**config.mk**
```make
export PLATFORM = sky130hd
export DESIGN_NAME = throttle_timer
export DESIGN_NICKNAME = d
export VERILOG_FILES = /design/src/rtl/stc_pkg.sv /design/src/rtl/stc_regs.sv /design/src/rtl/stc_brk_detect.sv /design/src/rtl/stc_phase_timer.sv /design/src/rtl/throttle_timer.sv
export SDC_FILE = /design/constraint.sdc
export NUM_CORES = 1
export LEC_CHECK = 0
export ABC_AREA = 1
export BUFFER_PORTS_ARGS = -buffer_cell sky130_fd_sc_hd__buf_2
export CAP_MARGIN = 25
export CELL_PAD_IN_SITES_DETAIL_PLACEMENT = 1
export CELL_PAD_IN_SITES_GLOBAL_PLACEMENT = 1
export CORE_MARGIN = 1
export CORE_UTILIZATION = 30
export CTS_CLUSTER_SIZE = 30
export DETAILED_ROUTE_END_ITERATION = 8
export GPL_TIMING_DRIVEN = 1
export HOLD_SLACK_MARGIN = 0.02
export PLACE_DENSITY_LB_ADDON = 0.1
export SLEW_MARGIN = 20
export SYNTH_ARGS = -nofsm -noshare
export SYNTH_HDL_FRONTEND = slang
export SYNTH_SLANG_ARGS = --single-unit
```
**constraint.sdc**
```tcl
create_clock -name clk -period 4.03 [get_ports clk]
set_input_delay 0.6045 -clock clk [delete_from_list [all_inputs] [get_ports clk]]
set_output_delay 0.6045 -clock clk [all_outputs]
set_load 0.01 [all_outputs]
```
**src/rtl/stc_pkg.sv**
```systemverilog
package stc_pkg;
   localparam int ADDR_W = 2;

   localparam logic [ADDR_W-1:0] A_CTRL = 2'd0;
   localparam logic [ADDR_W-1:0] A_RUN  = 2'd1;
   localparam logic [ADDR_W-1:0] A_STOP = 2'd2;
   localparam logic [ADDR_W-1:0] A_MASK = 2'd3;

   typedef enum logic {
      PH_RUN  = 1'b0,
      PH_STOP = 1'b1
   } phase_e;
endpackage

```
**src/rtl/stc_regs.sv**
```systemverilog
module stc_regs
   import stc_pkg::*;
#(
   parameter int DATA_W = 8,
   parameter int CNT_W = 8,
   parameter int N_IRQ = 8,
   parameter int EN_BIT = 1,
   parameter logic [N_IRQ-1:0] RSVD_MASK = 8'h04
) (
   input  logic              clk,
   input  logic              rst_n,
   input  logic              we,
   input  logic [ADDR_W-1:0] addr,
   input  logic [DATA_W-1:0] wdata,
   output logic [DATA_W-1:0] rdata,
   output logic              en,
   output logic [CNT_W-1:0]  run_cnt,
   output logic [CNT_W-1:0]  stop_cnt,
   output logic [N_IRQ-1:0]  mask
);
   logic              en_q;
   logic [CNT_W-1:0]  run_q, stop_q;
   logic [N_IRQ-1:0]  mask_q;

   always_ff @(posedge clk or negedge rst_n) begin
      if (!rst_n) begin
         en_q   <= 1'b0;
         run_q  <= '0;
         stop_q <= '0;
         mask_q <= '0;
      end else if (we) begin
         case (addr)
            A_CTRL: en_q   <= wdata[EN_BIT];
            A_RUN:  run_q  <= wdata[CNT_W-1:0];
            A_STOP: stop_q <= wdata[CNT_W-1:0];
            default: mask_q <= wdata[N_IRQ-1:0] & ~RSVD_MASK;
         endcase
      end
   end

   always_comb begin
      rdata = '0;
      case (addr)
         A_CTRL: rdata[EN_BIT] = en_q;
         A_RUN:  rdata[CNT_W-1:0] = run_q;
         A_STOP: rdata[CNT_W-1:0] = stop_q;
         default: rdata[N_IRQ-1:0] = mask_q;
      endcase
   end

   assign en       = en_q;
   assign run_cnt  = run_q;
   assign stop_cnt = stop_q;
   assign mask     = mask_q;
endmodule

```
**src/rtl/stc_brk_detect.sv**
```systemverilog
module stc_brk_detect #(
   parameter int N_IRQ = 8,
   parameter int SYNC_STAGES = 2,
   parameter logic [N_IRQ-1:0] RSVD_MASK = 8'h04
) (
   input  logic             clk,
   input  logic             rst_n,
   input  logic [N_IRQ-1:0] irq,
   input  logic [N_IRQ-1:0] mask,
   output logic             brk
);
   logic [N_IRQ-1:0] line_s, line_prev, hit;

   generate
      if (SYNC_STAGES == 0) begin : g_nosync
         assign line_s = irq;
      end else begin : g_sync
         logic [N_IRQ-1:0] stg [SYNC_STAGES];
         always_ff @(posedge clk or negedge rst_n) begin
            if (!rst_n) begin
               for (int i = 0; i < SYNC_STAGES; i++) stg[i] <= '0;
            end else begin
               stg[0] <= irq;
               for (int i = 1; i < SYNC_STAGES; i++) stg[i] <= stg[i-1];
            end
         end
         assign line_s = stg[SYNC_STAGES-1];
      end
   endgenerate

   always_ff @(posedge clk or negedge rst_n) begin
      if (!rst_n) line_prev <= '0;
      else        line_prev <= line_s;
   end

   // rising edge of each enabled, non-reserved line
   assign hit = line_s & ~line_prev & mask & ~RSVD_MASK;
   assign brk = |hit;
endmodule

```
**src/rtl/stc_phase_timer.sv**
```systemverilog
module stc_phase_timer
   import stc_pkg::*;
#(
   parameter int CNT_W = 8
) (
   input  logic             clk,
   input  logic             rst_n,
   input  logic             en,
   input  logic             tick,
   input  logic             brk,
   input  logic [CNT_W-1:0] run_cnt,
   input  logic [CNT_W-1:0] stop_cnt,
   output logic             stop_n,
   output logic             err
);
   localparam logic [CNT_W-1:0] ONE = CNT_W'(1);

   phase_e           phase_q;
   logic [CNT_W-1:0] cnt_q;
   logic             running_q, err_q;
   logic             load_run, load_stop;
   logic [CNT_W-1:0] run_eff, stop_eff;

   // an illegal zero count runs as one tick
   assign run_eff  = (run_cnt  == '0) ? ONE : run_cnt;
   assign stop_eff = (stop_cnt == '0) ? ONE : stop_cnt;

   always_comb begin
      load_run  = 1'b0;
      load_stop = 1'b0;
      if (en) begin
         if (!running_q || brk) begin
            load_run = 1'b1;
         end else if (tick && cnt_q <= ONE) begin
            if (phase_q == PH_RUN) load_stop = 1'b1;
            else                   load_run  = 1'b1;
         end
      end
   end

   always_ff @(posedge clk or negedge rst_n) begin
      if (!rst_n) begin
         phase_q   <= PH_RUN;
         cnt_q     <= '0;
         running_q <= 1'b0;
         err_q     <= 1'b0;
      end else begin
         running_q <= en;
         if (!en) begin
            phase_q <= PH_RUN;
            cnt_q   <= '0;
         end else if (load_run) begin
            phase_q <= PH_RUN;
            cnt_q   <= run_eff;
            if (run_cnt == '0) err_q <= 1'b1;
         end else if (load_stop) begin
            phase_q <= PH_STOP;
            cnt_q   <= stop_eff;
            if (stop_cnt == '0) err_q <= 1'b1;
         end else if (tick) begin
            cnt_q <= cnt_q - ONE;
         end
      end
   end

   assign stop_n = (phase_q == PH_RUN);
   assign err    = err_q;
endmodule

```
**src/rtl/throttle_timer.sv**
```systemverilog
module throttle_timer
   import stc_pkg::*;
#(
   parameter int DATA_W = 8,
   parameter int CNT_W = 8,
   parameter int N_IRQ = 8,
   parameter int SYNC_STAGES = 2,
   parameter int EN_BIT = 1,
   parameter logic [N_IRQ-1:0] RSVD_MASK = 8'h04
) (
   input  logic              clk,
   input  logic              rst_n,
   input  logic              tick,
   input  logic              cfg_we,
   input  logic [ADDR_W-1:0] cfg_addr,
   input  logic [DATA_W-1:0] cfg_wdata,
   output logic [DATA_W-1:0] cfg_rdata,
   input  logic [N_IRQ-1:0]  irq,
   output logic              cpu_stop_n,
   output logic              cnt_err
);
   generate
      if (CNT_W < 1 || CNT_W > DATA_W) begin : g_bad_cnt
         $error("throttle_timer: CNT_W must lie in 1..DATA_W");
      end
      if (N_IRQ < 1 || N_IRQ > DATA_W) begin : g_bad_irq
         $error("throttle_timer: N_IRQ must lie in 1..DATA_W");
      end
      if (EN_BIT < 0 || EN_BIT >= DATA_W) begin : g_bad_en
         $error("throttle_timer: EN_BIT outside data word");
      end
      if (SYNC_STAGES < 0) begin : g_bad_sync
         $error("throttle_timer: SYNC_STAGES must not be negative");
      end
   endgenerate

   logic             en_w, brk_w;
   logic [CNT_W-1:0] run_w, stop_w;
   logic [N_IRQ-1:0] mask_w;

   stc_regs #(
      .DATA_W(DATA_W), .CNT_W(CNT_W), .N_IRQ(N_IRQ),
      .EN_BIT(EN_BIT), .RSVD_MASK(RSVD_MASK)
   ) i_regs (
      .clk(clk), .rst_n(rst_n), .we(cfg_we), .addr(cfg_addr),
      .wdata(cfg_wdata), .rdata(cfg_rdata), .en(en_w),
      .run_cnt(run_w), .stop_cnt(stop_w), .mask(mask_w)
   );

   stc_brk_detect #(
      .N_IRQ(N_IRQ), .SYNC_STAGES(SYNC_STAGES), .RSVD_MASK(RSVD_MASK)
   ) i_brk (
      .clk(clk), .rst_n(rst_n), .irq(irq), .mask(mask_w), .brk(brk_w)
   );

   stc_phase_timer #(
      .CNT_W(CNT_W)
   ) i_timer (
      .clk(clk), .rst_n(rst_n), .en(en_w), .tick(tick), .brk(brk_w),
      .run_cnt(run_w), .stop_cnt(stop_w), .stop_n(cpu_stop_n), .err(cnt_err)
   );
endmodule

```
Word level (Yosys, flattened, before mapping)

Cells that the tools add are included.

$lt $le $gt $ge: 1
Shifts and indexed selects: 0
Mux-type cells: 24
Equality and inequality tests: 5
Bitwise gates (word level): 5
Add/sub/neg operators: 1
Divide/modulo/power cells: 0
Multipliers: 0
Reduce and logical (&&, ||, !) cells: 15

Operators with widths:

| cell                | number |
|---|---|
| $mux 8              | 6 |
| $pmux 6 s3          | 1 |
| $and 8x8->8         | 2 |
| $logic_not 8->1     | 2 |
| $mux 1              | 15 |
| $le 8x1->1 const B  | 1 |
| $not 8->8           | 1 |
| $reduce_and 2->1    | 4 |
| $sub 8x1->8 const B | 1 |
| $reduce_or 7->1     | 1 |
| $pmux 1 s3          | 2 |
| $ne 4x2->1 const B  | 1 |
| $reduce_and 4->1    | 1 |
| $reduce_bool 2->1   | 2 |
| $ne 3x1->1 const B  | 1 |
| $reduce_or 3->1     | 1 |
| $eq 2x1->1 const B  | 1 |
| $eq 2x2->1 const B  | 1 |
| $logic_not 2->1     | 1 |
| $ne 2x2->1 const B  | 1 |
| $not 1->1           | 2 |
| $logic_and 1x1->1   | 1 |
| $logic_not 1->1     | 1 |
| $logic_or 1x1->1    | 1 |

Memories: 0
Bits of input ports: 22
Memory bits (read-only): 0
Register bits after elaboration: 59
Output and inout port bits: 10
Memory bits (writable): 0
Bits in latches: 0

Depth between registers and ports, before layout

Depth after elaboration: 10
Mapped depth: 12
Depth with buffers taken out: 12

Hierarchy

A second synthesis with hierarchy kept.

Cells, all modules: 344
Area, all modules: 2740.1 um2

By module, submodules not included:

| module          | cells an instance | instances | area an instance (um2) |
|---|---|---|---|
| stc_regs        | 146               | 1         | 1147.4 |
| stc_phase_timer | 157               | 1         | 974.7 |
| stc_brk_detect  | 41                | 1         | 618.1 |

Worst setup path after synthesis

Ideal clock, no wire load.

Path kind: input-to-output
From: input port cfg_addr[1]
To: output port cfg_rdata[0]
Cell stages on the path: 4
Slack: 2.257 ns
Path buffers: 0
Required time: 3.425 ns
Data arrival time: 1.169 ns
Cell sequence: inv_1 > nor2_1 > inv_1 > o221ai_1

Word-level cells in the longest chain between the ends: 2

RTL lines:

| element                                  | line                 | source |
|---|---|---|
| start, declared                          | throttle_timer.sv:15 | `input logic [ADDR_W-1:0] cfg_addr,` |
| $eq 2x2->1, or another cell as far along | stc_regs.sv:43       | `case (addr)` |
| $pmux 1 s3 *                             | stc_regs.sv:43       |  |
| end, declared                            | throttle_timer.sv:17 | `output logic [DATA_W-1:0] cfg_rdata,` |

Mark *: on every way between the ends. The rest lies on a longest branch, timed or not.

Final worst setup path

From: input port cfg_addr[1]
To: output port cfg_rdata[5]

Word-level cells in the longest chain between the ends: 2

RTL lines:

| element                                  | line |
|---|---|
| $eq 2x2->1, or another cell as far along | stc_regs.sv:43 |
| $pmux 6 s3 *                             | stc_regs.sv:43 |

Marks and branches as above.

==> impl_metrics.env <==
export IMPL_drt_pass1_iterations=4
export IMPL_hold_path_class="input pin to asynchronous set/reset pin"
export IMPL_worst_setup_path_end_kind="primary output"
export IMPL_ant_nets=0
export IMPL_drv_cap=0
export IMPL_drc=0
export IMPL_p_switching_uw=521
export IMPL_final_cell_mix="nand2_1, dfrtp_1, inv_1"
export IMPL_swShare_pct=36.5
export IMPL_clock_root_buffer="clkbuf_8"
export IMPL_rows=33
export IMPL_synth_area_mm2=0.00263
export IMPL_path_clk_slew_ns=0.10
export IMPL_period_share_pct=53.8
export IMPL_rsz0062_at_grt="false"
export IMPL_syn_nets=338
export IMPL_synth_cell_types=26
export IMPL_worstSetupPathType="input pin to primary output"
export IMPL_max_vdd_ir_drop_v=0.000178
export IMPL_p_clk_share_pct=22.6
export IMPL_ys_warnings_count=0
export IMPL_dieWidth_um=95.7
export IMPL_die_h_um=95.7
export IMPL_grt_pass1_wl_um=11200
export IMPL_avgSynthCellArea_um2=8.38
export IMPL_coreArea_mm2=0.00834
export IMPL_synthArstFlopShare_pct=100
export IMPL_combPwrFrac_pct=28.4
export IMPL_drive_above_1_share_pct=15.8
export IMPL_routed_wl_um=6600
export IMPL_initial_utilization_pct=31.5
export IMPL_ios=32
export IMPL_ctsHtreeMaxLevel=2
export IMPL_avgViaCountPerCell=4.66
export IMPL_cellLeakagePower_nw=1.51
export IMPL_gr_total_overflow=0
export IMPL_relSlewSlack_pct=58.0
export IMPL_ys_seq_elements=56
export IMPL_grt_max_degree=32
export IMPL_antenna_found_initial=0
export IMPL_via_count=2114
export IMPL_grt_total_usage_pct=16.4
export IMPL_yosysTopAreaCellShare_pct=53.3
export IMPL_clk_path_buf_depth=2
export IMPL_synth_top_cell_by_area="dfrtp_1"
export IMPL_ys_seq_area_share_pct=53.3
export IMPL_cp_max_fo=7
export IMPL_wl_per_cell_um=14.5
export IMPL_cts_hold_buffers=0
export IMPL_mostFrequentLayoutCell="nand2_1"
export IMPL_dp_cells=446
export IMPL_fin_crit_ns=2.17
export IMPL_max_clock_freq_mhz=461
export IMPL_internal_power_uw=908
export IMPL_syn_inst=314
export IMPL_drt_iter0_markers=63
export IMPL_layout_nets=372
export IMPL_diodes=0
export IMPL_synth_edf_count=0
export IMPL_pwr_share_seq_pct=49.0
export IMPL_cts_resized=0
export IMPL_required_ns=3.43
export IMPL_dp_hpwl_um=5200
export IMPL_port_buffers=30
export IMPL_cts_buffers=5
export IMPL_routabilityCongestion=0.771
export IMPL_status="completed"
export IMPL_synth_top_flop_cell="dfrtp_1"
export IMPL_hold_viol=0
export IMPL_cts_setup_buffers=0
export IMPL_slew_violations=0
export IMPL_dieArea_mm2=0.00915
export IMPL_grt_pass1_vias=2141
export IMPL_power_density_mw_per_mm2=477
export IMPL_skew_ns=0.00499
export IMPL_area_growth_pct=13.9
export IMPL_cts_num_sinks=56
export IMPL_yosys_top_cells_area="dfrtp_1, nand2_1, inv_1, o21ai_0, nand3_1"
export IMPL_clkLatencyLatePin_ns=0.31
export IMPL_final_setup_viol_count=0
export IMPL_worstMarginPinSlew_ns=0.630
export IMPL_cp_arrival_ns=1.56
export IMPL_fin_setup_tns_ns=0
export IMPL_critPathLaunchType="input pin"
export IMPL_cts_tree="built"
export IMPL_fin_cells=454
export IMPL_n_fill_cell=1038
flip-flops by register name (all words and copies together), names as in the netlist:
signal,flops
i_regs.stop_cnt,8
i_brk.line_s,7
i_timer.cnt_q,8
i_timer.running_q,1
i_brk.line_prev,7
i_regs.en,1
i_brk.g_sync.stg,7
i_regs.mask,7
i_regs.run_cnt,8
i_timer.err,1
i_timer.phase_q,1
critical path: stages:
cell      delay, ns
buf_2          0.11
inv_1          0.06
nor2_1         0.16
inv_1          0.16
o221ai_1       0.27
buf_2          0.19
area by class of cell:
type	instances	area [um2]	area share [%]
timing repair buffer	31	158	5.26
multi-input combinational	204	1030	34.2
clock inverter	3	25.0	0.835
clock buffer	5	68.8	2.30
inverter	50	188	6.26
tap	105	131	4.38
sequential	56	1400	46.7
final timing paths:
path                                     start                  end  slack (ns)  cells past startpoint
hold reg to reg            i_brk.g_sync.stg[8]      i_brk.line_s[0]        0.36                      0
max in group asynchronous                rst_n   i_regs.stop_cnt[5]        2.88                      2
min in group clk           i_brk.g_sync.stg[8]      i_brk.line_s[0]        0.36                      0
setup / recovery                   cfg_addr[1]         cfg_rdata[5]        1.86                      6
hold / removal                           rst_n  i_brk.g_sync.stg[8]        0.30                      1
setup reg to reg              i_timer.cnt_q[0]     i_timer.cnt_q[3]        2.21                     11
layer usage:
layer / GRT usage, % / vias up / routed length (um) / share of wire (%)
li1: - / 1076 / - / -
met2: 28.6 / 21 / 3280 / 50
met5: 0 / - / 0 / 0
met4: 3.73 / 0 / 55 / 0.83
met3: 2.79 / 6 / 148 / 2.2
met1: 21.3 / 1011 / 3120 / 47
per-stage QoR:
stage | util [%] | hold WS (ns) | cell area [um2] | setup slack (ns) | power [mW]
final | 35.9 | 0.296 | 3000 | 1.86 | 1.43
after global routing | 35.9 | 0.326 | 3000 | 1.70 | 1.54
after CTS | 35.9 | 0.312 | 3000 | 1.86 | 1.46
after detailed placement | 34.8 | 0.336 | 2900 | 1.87 | 1.13
after global placement | 34.8 | 0.333 | 2900 | 1.87 | 1.12
after floorplan | - | 0.309 | 2630 | 2.26 | 0.987
power groups by stage:
stage | clock network, mW | registers (mW) | logic [mW]
after floorplan | 0 | 0.691 | 0.296
after global placement | 0 | 0.711 | 0.405
after detailed placement | 0 | 0.714 | 0.413
after CTS | 0.343 | 0.703 | 0.415
after global routing | 0.359 | 0.714 | 0.470
final | 0.323 | 0.701 | 0.406
synth_stat cells, types with 2 or more instances:
library cell  instances
nand2_1              73
dfrtp_1              56
inv_1                48
o21ai_0              33
nand3_1              30
nor2_1               27
o221ai_1              6
nand4_1               5
nor2_2                5
o21bai_1              4
clkbuf_1              3
nand2_2               3
nor2_4                3
nor3_1                3
ha_1                  2
inv_2                 2
xor2_1                2
cell families after synthesis:
group           count (synthesis)  share of synthesized area, %
simple gates                  151                          26.3
xor+xnor                        3                         0.999
fa+ha+maj                       2                         0.951
buf+inv                        54                          7.75
compound gates                 48                          10.7
flops                          56                          53.3
No activity file was read; power rests on OpenSTA's default activity.
